$ cat config.mk
export PLATFORM = sky130hd
export DESIGN_NAME = alu_lookahead_slice
export DESIGN_NICKNAME = d
export VERILOG_FILES = /design/src/rtl/alu_slice_pkg.sv /design/src/rtl/alu_bit_terms.sv /design/src/rtl/alu_carry_lookahead.sv /design/src/rtl/alu_result_stage.sv /design/src/rtl/alu_lookahead_slice.sv
export SDC_FILE = /design/constraint.sdc
export NUM_CORES = 1
export LEC_CHECK = 0
export BUFFER_PORTS_ARGS = -buffer_cell sky130_fd_sc_hd__buf_2
export CORE_UTILIZATION = 30
export DETAILED_ROUTE_END_ITERATION = 12
export PLACE_DENSITY = 0.56
export SYNTH_ARGS = -nofsm -noshare
export SYNTH_HDL_FRONTEND = slang
export SYNTH_SLANG_ARGS = --single-unit
$ cat constraint.sdc
create_clock -name vclk -period 1.4
set_clock_uncertainty 0.1 [all_clocks]
set_input_delay 0.07 -clock vclk [all_inputs]
set_output_delay 0.07 -clock vclk [all_outputs]
set_load 0.01 [all_outputs]
$ cat src/rtl/alu_slice_pkg.sv
package alu_slice_pkg;
  localparam int unsigned SLICE_W = 4;
  localparam int unsigned SEL_W   = 4;

  typedef logic [SEL_W-1:0] alu_sel_t;

  localparam alu_sel_t SEL_PASS_A = 4'b0000;
  localparam alu_sel_t SEL_ADD    = 4'b1001;
  localparam alu_sel_t SEL_SUB    = 4'b0110;
  localparam alu_sel_t SEL_DEC    = 4'b1111;
endpackage

$ cat src/rtl/alu_bit_terms.sv
module alu_bit_terms
  import alu_slice_pkg::*;
#(
  parameter int unsigned WIDTH = SLICE_W
) (
  input  logic [WIDTH-1:0] a_i,
  input  logic [WIDTH-1:0] b_i,
  input  alu_sel_t         sel_i,
  output logic [WIDTH-1:0] tp_o,
  output logic [WIDTH-1:0] tg_o
);
  for (genvar i = 0; i < WIDTH; i++) begin : g_bit
    logic b_gate_p;
    logic b_gate_g;
    assign b_gate_p = (b_i[i] & sel_i[0]) | (~b_i[i] & sel_i[1]);
    assign b_gate_g = (b_i[i] & sel_i[3]) | (~b_i[i] & sel_i[2]);
    assign tp_o[i]  = a_i[i] | b_gate_p;
    assign tg_o[i]  = a_i[i] & b_gate_g;
  end

  always_comb begin
    AST_GEN_INSIDE_PROP: assert ((tg_o & ~tp_o) == '0) else $error("generate outside propagate");
  end
endmodule

$ cat src/rtl/alu_carry_lookahead.sv
module alu_carry_lookahead #(
  parameter int unsigned WIDTH = 4
) (
  input  logic [WIDTH-1:0] tp_i,
  input  logic [WIDTH-1:0] tg_i,
  input  logic             cin_i,
  output logic [WIDTH:0]   carry_o,
  output logic             grp_g_o,
  output logic             grp_p_o
);
  // Each carry is a flat sum of products over the lower bits, not a chain.
  always_comb begin
    logic acc;
    logic run;
    carry_o[0] = cin_i;
    for (int i = 0; i < WIDTH; i++) begin
      acc = 1'b0;
      run = 1'b1;
      for (int j = i; j >= 0; j--) begin
        acc = acc | (run & tg_i[j]);
        run = run & tp_i[j];
      end
      carry_o[i+1] = acc | (run & cin_i);
    end
  end

  always_comb begin
    logic gacc;
    logic grun;
    gacc = 1'b0;
    grun = 1'b1;
    for (int j = WIDTH - 1; j >= 0; j--) begin
      gacc = gacc | (grun & tg_i[j]);
      grun = grun & tp_i[j];
    end
    grp_g_o = gacc;
  end

  assign grp_p_o = &tp_i;

  logic [WIDTH:0] ripple;
  always_comb begin
    ripple[0] = cin_i;
    for (int k = 0; k < WIDTH; k++) begin
      ripple[k+1] = tg_i[k] | (tp_i[k] & ripple[k]);
    end
  end

  always_comb begin
    AST_RIPPLE_AGREES: assert (ripple == carry_o) else $error("lookahead differs from ripple");
    AST_GROUP_CARRY: assert (carry_o[WIDTH] == (grp_g_o | (grp_p_o & cin_i))) else $error("group carry mismatch");
  end
endmodule

$ cat src/rtl/alu_result_stage.sv
module alu_result_stage #(
  parameter int unsigned WIDTH = 4
) (
  input  logic [WIDTH-1:0] tp_i,
  input  logic [WIDTH-1:0] tg_i,
  input  logic [WIDTH-1:0] carry_i,
  input  logic             arith_i,
  output logic [WIDTH-1:0] f_o,
  output logic             eq_o
);
  logic [WIDTH-1:0] half;
  logic [WIDTH-1:0] cgate;

  assign half  = tp_i ^ tg_i;
  assign cgate = carry_i & {WIDTH{arith_i}};
  assign f_o   = half ^ cgate;
  assign eq_o  = &f_o;

  always_comb begin
    AST_LOGIC_NO_CARRY: assert (arith_i || (f_o == (tp_i & ~tg_i))) else $error("carry leaked into logic mode");
  end
endmodule

$ cat src/rtl/alu_lookahead_slice.sv
module alu_lookahead_slice
  import alu_slice_pkg::*;
(
  input  logic [3:0] a_i,
  input  logic [3:0] b_i,
  input  logic [3:0] sel_i,
  input  logic       arith_i,
  input  logic       cin_i,
  output logic [3:0] f_o,
  output logic       cout_o,
  output logic       gen_o,
  output logic       prop_o,
  output logic       eq_o
);
  localparam int unsigned W = SLICE_W;

  logic [W-1:0] tp;
  logic [W-1:0] tg;
  logic [W:0]   carry;

  alu_bit_terms #(.WIDTH(W)) u_terms (
    .a_i   (a_i),
    .b_i   (b_i),
    .sel_i (sel_i),
    .tp_o  (tp),
    .tg_o  (tg)
  );

  alu_carry_lookahead #(.WIDTH(W)) u_cla (
    .tp_i    (tp),
    .tg_i    (tg),
    .cin_i   (cin_i),
    .carry_o (carry),
    .grp_g_o (gen_o),
    .grp_p_o (prop_o)
  );

  alu_result_stage #(.WIDTH(W)) u_res (
    .tp_i    (tp),
    .tg_i    (tg),
    .carry_i (carry[W-1:0]),
    .arith_i (arith_i),
    .f_o     (f_o),
    .eq_o    (eq_o)
  );

  assign cout_o = carry[W];

  always_comb begin
    AST_ADD_SUM: assert (!(arith_i && sel_i == SEL_ADD) || ({cout_o, f_o} == ({1'b0, a_i} + {1'b0, b_i} + {4'b0, cin_i}))) else $error("add wrong");
    AST_SUB_EQUAL: assert (!(arith_i && sel_i == SEL_SUB && !cin_i) || (eq_o == (a_i == b_i))) else $error("equality wrong");
    AST_LOGIC_XOR: assert (arith_i || sel_i != SEL_ADD || (f_o == (a_i ^ b_i))) else $error("logic xor wrong");
    AST_PASS_A: assert (arith_i || sel_i != SEL_PASS_A || (f_o == a_i)) else $error("logic pass wrong");
  end
endmodule

After elaboration in Yosys (flattened, before gate mapping)
Cells that the tools add are included.

Add/subtract/negate cells: 0. Multipliers: 0. Divide/modulo/power cells: 0. Magnitude comparators: 0. Equality and inequality tests: 0. Shift operators: 0. Muxes and demuxes: 0. Bitwise logic cells: 65. Reduce and logical (&&, ||, !) cells: 2.

Operators with widths (number): AND 1 bit (36); OR 1 bit (22); AND reduction 4 bit (2); bitwise XOR 4 bit (2); AND 4 bit (1); NOT 1 bit (4).

Flip-flop bits (word level): 0. Bits in latches: 0. Memory bits (writable): 0. Bits in read-only memories: 0. Input port bits: 14. Output and inout port bits: 8. Logic and storage cells: 67. Memories kept: 0.

Logic depth before layout (Yosys ltp)
Gate-level depths: netlist of run 1.

Depth in word-level cells: 11. Mapped depth: 5. Depth with buffers taken out: 5.

Modules after synthesis
Synthesis of run 1 repeated with hierarchy kept, for this count alone.

Cells, all modules: 42. Area total of the unflattened synthesis: 299.0 um2.

By module, submodules not included: alu_bit_terms (times used 1, cells each 16, area each 125.1 um2); alu_result_stage (times used 1, cells each 13, area each 93.8 um2); alu_carry_lookahead (times used 1, cells each 13, area each 80.1 um2).

Worst setup path after synthesis of run 1
Ideal clock, no wire load.

Path type: input port to output port. From: in b_i[0]. To: out eq_o. Data arrival time: 1.165 ns. Required time: 1.230 ns. Setup slack: 0.065 ns. Stages: 5. Cell sequence: mux2_4 > o21ai_2 > a211oi_1 > o211a_1 > nor4_2.

Longest elaborated chain between the ends: 10. Elaborated cells between the ends (all ways): 25.

Ends and longest elaborated chain: start, declared (line alu_lookahead_slice.sv:5) `input logic [3:0] b_i,`; NOT 1 bit (line alu_bit_terms.sv:15, alu_bit_terms.sv:16); AND 1 bit (on tied branches) (line alu_bit_terms.sv:16, alu_bit_terms.sv:15); OR 1 bit (on tied branches) (line alu_bit_terms.sv:16, alu_bit_terms.sv:15); AND 1 bit / OR 1 bit (equally long branches) (line alu_bit_terms.sv:18, alu_bit_terms.sv:17); AND 1 bit (on tied branches) (line alu_carry_lookahead.sv:20, alu_carry_lookahead.sv:21); OR 1 bit / AND 1 bit (equally long branches) (line alu_carry_lookahead.sv:20, alu_carry_lookahead.sv:23); OR 1 bit (line alu_carry_lookahead.sv:23) `carry_o[i+1] = acc | (run & cin_i);`; AND 4 bit (line alu_result_stage.sv:15) `assign cgate = carry_i & {WIDTH{arith_i}};`; bitwise XOR 4 bit (*) (line alu_result_stage.sv:16) `assign f_o = half ^ cgate;`; AND reduction 4 bit (*) (line alu_result_stage.sv:17) `assign eq_o = &f_o;`; end, declared (line alu_lookahead_slice.sv:13) `output logic eq_o`.

Mark *: on every way between the ends. The rest lies on a longest branch, timed or not.

Worst setup path after layout of run 1
Ends and elaborated chain as after synthesis.

==> results.sh, run 1 <==
export IMPL_outcome="finished, violations left"
export IMPL_failed_checks="setup timing"
export IMPL_nets=101
export IMPL_clkbuf_count=0
export IMPL_p_per_area_nw_per_um2=404
export IMPL_grt_remaining_overflow=0
export IMPL_dieArea_um2=1520
export IMPL_leakagePower_nw=0.345
export IMPL_setup_viol_count_final=3
export IMPL_io_buffers=22
export IMPL_cts_hold_fix_buffers=0
export IMPL_cp_num_buf_inv=2
export IMPL_crit_required_ns=1.23
export IMPL_grt_pass1_vias=414
export IMPL_crit_chain="buf_6 -> mux2_4 -> o21ai_4 -> a31oi_2 -> xor2_1 -> nor4_2 -> buf_2"
export IMPL_antenna_found_initial=0
export IMPL_holdCritPathClass="in2out"
export IMPL_regArea_um2=0
export IMPL_wl_um=1090
export IMPL_fin_ws_ns=-0.116
export IMPL_grt_pass1_wl_um=1700
export IMPL_grt_max_degree=7
export IMPL_first_pass_iters=2
export IMPL_mostFrequentLayoutCell="buf_2"
export IMPL_syn_cell_area_um2=409
export IMPL_seq_cells=0
export IMPL_drt_iter0_drc=4
export IMPL_cp_top_family="multiplexers"
export IMPL_fp_dieW_um=38.9
export IMPL_yosys_warnings=0
export IMPL_fin_cells=99
export IMPL_mostFrequentLayoutCells="16 x buf_2, 8 x buf_4, 7 x nand2_1"
export IMPL_drtAntennaViolNets=0
export IMPL_max_stage_delay_ns=0.31
export IMPL_worst_slew_pin_slew_ns=0.384
export IMPL_yosysSeqAreaShare_pct=0
export IMPL_min_period_over_period_pct=108
export IMPL_cpMaxStageDelayCell="mux2_4"
export IMPL_rsz0062_at_grt="true"
export IMPL_fin_util_pct=60.4
export IMPL_layout_drive_gt1_share_pct=67.1
export IMPL_vias_per_cell=4.87
export IMPL_dp_cells=99
export IMPL_initial_core_util_pct=34.5
export IMPL_dp_hpwl_um=917
export IMPL_cts_setup_buffers=0
export IMPL_hold_depth=4
export IMPL_synthDistinctLibCells=30
export IMPL_num_vias=482
export IMPL_grtUsageTotal_pct=15.9
export IMPL_arrival_ns=1.35
export IMPL_worstSetupPathType="in2out"
export IMPL_routedWlPerCell_um=11.0
export IMPL_synthToLayoutAreaGrowth_pct=75.2
export IMPL_core_area_um2=1190
export IMPL_synth_nets=68
export IMPL_io_pins=22
export IMPL_worstSetupStartpointType="primary input"
export IMPL_die_y_um=38.9
export IMPL_max_cap_viol_count=0
export IMPL_antenna_cells=0
export IMPL_min_from="cin_i"
export IMPL_avgSynthCellArea_um2=7.58
export IMPL_slew_headroom_pct=74.3
export IMPL_cp_max_fo=3
export IMPL_fmax_mhz=660
export IMPL_hold_viol=0
export IMPL_irDropWorstVdd_mv=0.172
export IMPL_hold_end="cout_o"
export IMPL_critPathCaptureType="output port"
export IMPL_num_rows=12
export IMPL_gp_congestion=0.702
export IMPL_fin_crit_ns=1.52
export IMPL_syn_inst=54
export IMPL_remaining_drc_errors=0
export IMPL_slew_viol_final=0
==> cells by family (layout without fill, tap and decap cells) <==
family,count (synthesis),after routing,share of synthesized area [%]
AND/OR/NAND/NOR,20,20,26.0
multiplexers,8,8,29.1
buffers and inverters,7,38,6.42
AO/OA/AOI/OAI,16,16,32.1
XOR/XNOR,3,3,6.42
==> through the flow <==
stage / instance area, um^2 / setup slack, ns / setup TNS [ns] / power [W] / hold WS, ns
finish: 717 / -0.116 / -0.162 / 0.000290 / 0.422
global route: 717 / -0.209 / -0.393 / 0.000317 / 0.439
CTS: 697 / -0.143 / -0.206 / 0.000283 / 0.405
detailed placement: 604 / -0.163 / -0.295 / 0.000248 / 0.395
global placement: 604 / -0.146 / -0.245 / 0.000248 / 0.392
floorplan: 409 / 0.0652 / 0 / 0.000141 / 0.181
==> final cells by class <==
type / count / area (um^2)
tap: 14 / 17.5
inverter: 7 / 26.3
timing repair buffer: 31 / 230
multi-input combinational: 47 / 443
fill: 115 / 469
==> repair_timing <==
item | 4_1_cts | 5_1_grt
gates resized for setup | 25 | 6
endpoints found under the setup margin | 4 | 5
pin swaps | 9 | 4
==> cells in the mapped netlist <==
master     number  area share (%)
a211oi_1        2             3.7
a21boi_0        1             1.8
a21boi_2        1             2.8
a21oi_1         1             1.2
a2bb2oi_2       1             3.7
a31oi_1         1             1.5
and2_1          2             3.1
inv_1           5             4.6
inv_2           2             1.8
mux2_1          1             2.8
mux2_2          2             5.5
mux2_4          2             7.3
mux2i_1         1             2.4
mux4_2          2              11
nand2_1         9             8.3
nand3_1         1             1.2
nor2_1          3             2.8
nor2b_1         1             1.5
nor3_2          1             2.4
nor3b_1         2             3.7
nor4_2          1             3.1
o211a_1         1             2.4
o211ai_1        2             3.7
o21ai_0         1             1.2
o21ai_1         2             2.4
o21ai_2         1             2.1
o22ai_1         1             1.5
o311ai_2        1             4.0
xnor2_1         1             2.1
xor2_1          2             4.3
==> worst max path at each step <==
stage	start	slack [ns]	to	cells past startpoint
floorplan	b_i[0]	0.07	eq_o	5
global placement	b_i[1]	-0.15	eq_o	7
detailed placement	b_i[1]	-0.16	eq_o	7
CTS	b_i[0]	-0.14	eq_o	7
global route	sel_i[3]	-0.21	eq_o	7
finish	b_i[0]	-0.12	eq_o	7
==> power breakdown <==
part	leakage [nW]	internal [W]	switching [W]	total, W
combinational	0.345	0.000154	0.000136	0.000290
clock	0	0	0	0
sequential	0	0	0	0
total	0.345	0.000154	0.000136	0.000290
==> tightest hold or removal path: stages <==
cell and delay [ns]:
buf_2 0.13, nand2_1 0.06, nand3_1 0.07, buf_2 0.12
==> metal layers <==
metal | up-vias | wire length (um) | GRT usage (%)
li1 | 263 | - | -
met1 | 205 | 493 | 20.2
met2 | 14 | 567 | 31.3
met3 | 0 | 31 | 0
met4 | 0 | 0 | 0
met5 | - | 0 | 0
(Power assumes the default switching activity.)
==> run 2: changes to the inputs <==
- SETUP_SLACK_MARGIN: not set -> 0.15
- clock period: 1.4 -> 1.6 ns (I/O delays scaled with it)
==> run 2 against run 1 <==
  * Flip-flop and latch count unchanged
  * Via count decreased by 1.2%
  * Combinational power decreased by 16%
  * Non-clock buffer count decreased by 5
  * Die area unchanged
  * Count of clock-buffer cells in the layout unchanged
  * The flow now finishes without violations
  * Critical endpoint unchanged
  * Final cell count decreased by 5.1%
  * Worst setup slack improved by 0.17 ns
  * Hold slack improved by 0.014 ns
  * Wire length decreased by 4.0%
  * Global-route usage decreased by 0.71 points
  * First-iteration DRC count increased by 25%
==> results.sh, run 2 (synthesis results as in run 1) <==
export IMPL_io_buffers=22
export IMPL_fmax_mhz=647
export IMPL_max_cap_viol_count=0
export IMPL_slew_viol_final=0
export IMPL_antenna_found_initial=0
export IMPL_core_area_um2=1190
export IMPL_grtUsageTotal_pct=15.2
export IMPL_num_rows=12
export IMPL_drtAntennaViolNets=0
export IMPL_power_w=0.000245
export IMPL_grt_pass1_wl_um=1660
export IMPL_grt_max_degree=7
export IMPL_fin_util_pct=56.3
export IMPL_mostFrequentLayoutCells="16 x buf_2, 8 x nand2_1, 5 x buf_6"
export IMPL_vias_per_cell=5.06
export IMPL_rsz0062_at_grt="true"
export IMPL_worst_slew_pin_slew_ns=0.325
export IMPL_clkbuf_count=0
export IMPL_slew_headroom_pct=78.2
export IMPL_dieArea_um2=1520
export IMPL_io_pins=22
export IMPL_p_per_area_nw_per_um2=367
export IMPL_hold_depth=4
export IMPL_fin_crit_ns=1.55
export IMPL_synthToLayoutAreaGrowth_pct=63.3
export IMPL_wl_um=1050
export IMPL_crit_start="b_i[0]"
export IMPL_remaining_drc_errors=0
export IMPL_fp_dieW_um=38.9
export IMPL_regArea_um2=0
export IMPL_multiInputGateArea_um2=443
export IMPL_dp_hpwl_um=864
export IMPL_drt_iter0_drc=5
export IMPL_seq_cells=0
export IMPL_antenna_cells=0
export IMPL_worstSetupStartpointType="primary input"
export IMPL_die_y_um=38.9
export IMPL_mostFrequentLayoutCell="buf_2"
export IMPL_grt_remaining_overflow=0
export IMPL_fillers=116
export IMPL_arrival_ns=1.37
export IMPL_min_period_over_period_pct=96.6
export IMPL_critPathCaptureType="output port"
export IMPL_layout_drive_gt1_share_pct=63.7
export IMPL_num_vias=476
export IMPL_initial_core_util_pct=34.5
export IMPL_leakagePower_nw=0.317
export IMPL_gp_congestion=0.684
export IMPL_setup_viol_count_final=0
export IMPL_min_from="cin_i"
export IMPL_cp_max_fo=3
export IMPL_fin_ws_ns=0.0545
export IMPL_dp_slack_ns=0.0140
export IMPL_hold_end="cout_o"
export IMPL_outcome="completed"
export IMPL_holdCritPathClass="in2out"
export IMPL_hold_viol=0
export IMPL_grt_pass1_vias=410
export IMPL_irDropWorstVdd_mv=0.144
export IMPL_routedWlPerCell_um=11.1
export IMPL_first_pass_iters=2
export IMPL_worstSetupPathType="in2out"
export IMPL_nets=96
export IMPL_crit_required_ns=1.42
==> run 2: cell types whose count changed in the layout (fill, tap and decap cells not counted), sizes merged <==
cell,before,now
buf,31,26
==> run 2: how the worst max path moves through the flow <==
stage | endpoint | depth (start not counted) | slack, ns
floorplan | eq_o | 5 | 0.25
global placement | eq_o | 7 | 0.03
detailed placement | eq_o | 7 | 0.01
CTS | eq_o | 7 | 0.02
global route | eq_o | 7 | -0.04
finish | eq_o | 7 | 0.05
==> run 2: per-layer routing <==
layer	routed length, um	global-route usage [%]	part of all wire [%]	vias up
met5	0	0	0	-
met4	0	0	0	0
met3	45	0.578	4.3	0
met2	534	26.7	51	14
met1	468	21.6	45	209
li1	-	-	-	253
==> run 2: power breakdown <==
group          internal, W  total (W)  switching [W]
sequential               0          0              0
clock                    0          0              0
combinational     0.000128   0.000245       0.000118
==> run 2: worst max-delay path: stages <==
cell and delay, ns:
buf_6 0.10, mux2_4 0.31, o21ai_4 0.15, a31oi_1 0.12, xor2_1 0.19, nor4_2 0.26, buf_2 0.16
==> run 2: layout make-up <==
type                            count  area share [%]
Tap cell                           14            2.62
Timing Repair Buffer               26            27.2
Inverter                            7            3.93
Multi-Input combinational cell     47            66.3
==> run 2: timing repair <==
| item | CTS | global route |
|---|---|---|
| hold buffers | 0 | 0 |
| hold endpoints to repair | 0 | 0 |
| setup buffers | 3 | 0 |
| resized for setup | 23 | 5 |
| pin swaps | 8 | 6 |
| setup endpoints to repair | 2 | 3 |
==> run 2: through the flow <==
step           cell area [um^2]  instances  hold WS [ns]  TNS (ns)
2_1_floorplan               409         54         0.201         0
3_3_place_gp                544         91         0.411         0
3_5_place_dp                544         91         0.414         0
4_1_cts                     647         94         0.436         0
5_1_grt                     668         94         0.462   -0.0363
6_report                    668         94         0.436         0
==> run 3: changes to the inputs <==
- CORE_AREA: not set -> 2 2 39 41
- CORE_UTILIZATION: 30 -> not set
- DIE_AREA: not set -> 0 0 41 43
- PLACE_DENSITY: 0.56 -> 0.58
==> run 3 against run 2 <==
  * Flip-flop and latch count unchanged
  * Core utilization decreased by 7.7 points
  * Power decreased by 1.5%
  * Hold slack got worse by 0.012 ns
  * Wire length increased by 7.4%
  * Final area increased by 0.75%
  * Via count increased by 3.6%
  * Non-clock buffer count unchanged
  * Sequential share of layout area unchanged
  * Global-route usage decreased by 2.3 points
  * Final cell count increased by 2.1%
  * Critical path type unchanged
==> results.sh, run 3 (synthesis results as in run 1) <==
export IMPL_hold_viol=0
export IMPL_mostFrequentLayoutCell="buf_2"
export IMPL_cp_max_fo=3
export IMPL_first_pass_iters=2
export IMPL_cpMaxStageDelayCell="mux2_4"
export IMPL_dieArea_um2=1760
export IMPL_fillers=141
export IMPL_mostFrequentLayoutCells="15 x buf_2, 7 x nand2_1, 7 x buf_6"
export IMPL_core_area_um2=1380
export IMPL_slew_viol_final=0
export IMPL_crit_start="b_i[0]"
export IMPL_min_period_over_period_pct=97.5
export IMPL_grt_pass1_vias=431
export IMPL_holdCritPathClass="in2out"
export IMPL_crit_required_ns=1.42
export IMPL_gr_usage_met3_pct=0
export IMPL_antenna_found_initial=0
export IMPL_hold_end="gen_o"
export IMPL_setup_viol_count_final=0
export IMPL_slew_headroom_pct=76.9
export IMPL_dp_hpwl_um=840
export IMPL_crit_chain="buf_6 -> mux2_4 -> o21ai_4 -> a31oi_1 -> xor2_1 -> nor4_2 -> buf_2"
export IMPL_layout_drive_gt1_share_pct=63.7
export IMPL_initial_core_util_pct=29.6
export IMPL_nets=96
export IMPL_max_cap_viol_count=0
export IMPL_routedWlPerCell_um=11.7
export IMPL_fin_crit_ns=1.56
export IMPL_num_vias=493
export IMPL_worstSetupStartpointType="primary input"
export IMPL_leakagePower_nw=0.310
export IMPL_fin_util_pct=48.6
export IMPL_gp_congestion=0.691
export IMPL_fp_dieW_um=41
export IMPL_grt_remaining_overflow=0
export IMPL_worst_slew_pin_slew_ns=0.344
export IMPL_hold_ws_ns=0.424
export IMPL_power_w=0.000242
export IMPL_irDropWorstVdd_mv=0.141
export IMPL_antenna_cells=0
export IMPL_hold_depth=4
export IMPL_drtAntennaViolNets=0
export IMPL_use_met1_pct=18.8
export IMPL_remaining_drc_errors=0
export IMPL_drt_iter0_drc=2
export IMPL_cp_top_family="multiplexers"
export IMPL_seq_cells=0
export IMPL_synthToLayoutAreaGrowth_pct=64.5
export IMPL_arrival_ns=1.38
export IMPL_fin_area_um2=673
export IMPL_dp_cells=92
export IMPL_max_stage_delay_ns=0.31
export IMPL_clkbuf_count=0
export IMPL_p_per_area_nw_per_um2=359
export IMPL_grt_pass1_wl_um=1710
export IMPL_regArea_um2=0
export IMPL_fin_cells=96
export IMPL_critPathCaptureType="output port"
export IMPL_dpl_cell_area_um2=539
export IMPL_io_buffers=22
export IMPL_cp_num_buf_inv=2
export IMPL_min_from="a_i[3]"
export IMPL_die_y_um=43
export IMPL_vias_per_cell=5.14
export IMPL_grt_busiest_layer="met2"
export IMPL_grt_use_met2_pct=21.9
export IMPL_worstSetupPathType="in2out"
export IMPL_num_rows=14
export IMPL_fmax_mhz=641
export IMPL_io_pins=22
export IMPL_rsz0062_at_grt="true"
export IMPL_grt_max_degree=7
export IMPL_grtUsageTotal_pct=12.9
export IMPL_wl_um=1130
export IMPL_cts_hold_fix_buffers=0
export IMPL_outcome="completed"
==> run 3: cell type report <==
class	instances	area (um^2)	area share (%)
Inverter	7	26.3	3.90
Multi-Input combinational cell	47	435	64.7
Timing Repair Buffer	26	191	28.4
Tap cell	16	20.0	2.97
==> run 3: where the power goes <==
part | internal (W) | leakage [nW] | switching, W
clock network | 0 | 0 | 0
registers | 0 | 0 | 0
logic | 0.000123 | 0.310 | 0.000119
==> run 3: repair_timing <==
| item | in CTS | in global routing |
|---|---|---|
| pin swaps | 7 | 9 |
| buffers inserted | 3 | 1 |
| endpoints found under the setup margin | 2 | 3 |
| resized for setup | 17 | 11 |
| cloned | 0 | 0 |
==> run 3: worst max-delay path by stage <==
stage	slack [ns]	end	cells past startpoint
finish	0.04	eq_o	7
global route	-0.06	eq_o	7
CTS	0.03	eq_o	7
detailed placement	0.03	eq_o	7
global placement	0.03	eq_o	7
floorplan	0.25	eq_o	5
==> run 3: worst min-delay path: stages <==
cell	delay, ns
buf_2	0.09
nand2_1	0.09
nand2_1	0.07
buf_2	0.12
==> run 3: per-layer routing <==
metal | share of wire (%) | vias up | wire length, um
met1 | 43 | 229 | 480
met2 | 53 | 13 | 592
li1 | - | 251 | -
met4 | 0 | 0 | 0
met3 | 4.7 | 0 | 53
met5 | 0 | - | 0
==> run 3: through the flow <==
stage / worst slack [ns] / TNS (ns)
detailed placement: 0.0253 / 0
CTS: 0.0291 / 0
finish: 0.0394 / 0
global placement: 0.0302 / 0
floorplan: 0.245 / 0
global route: -0.0594 / -0.0594
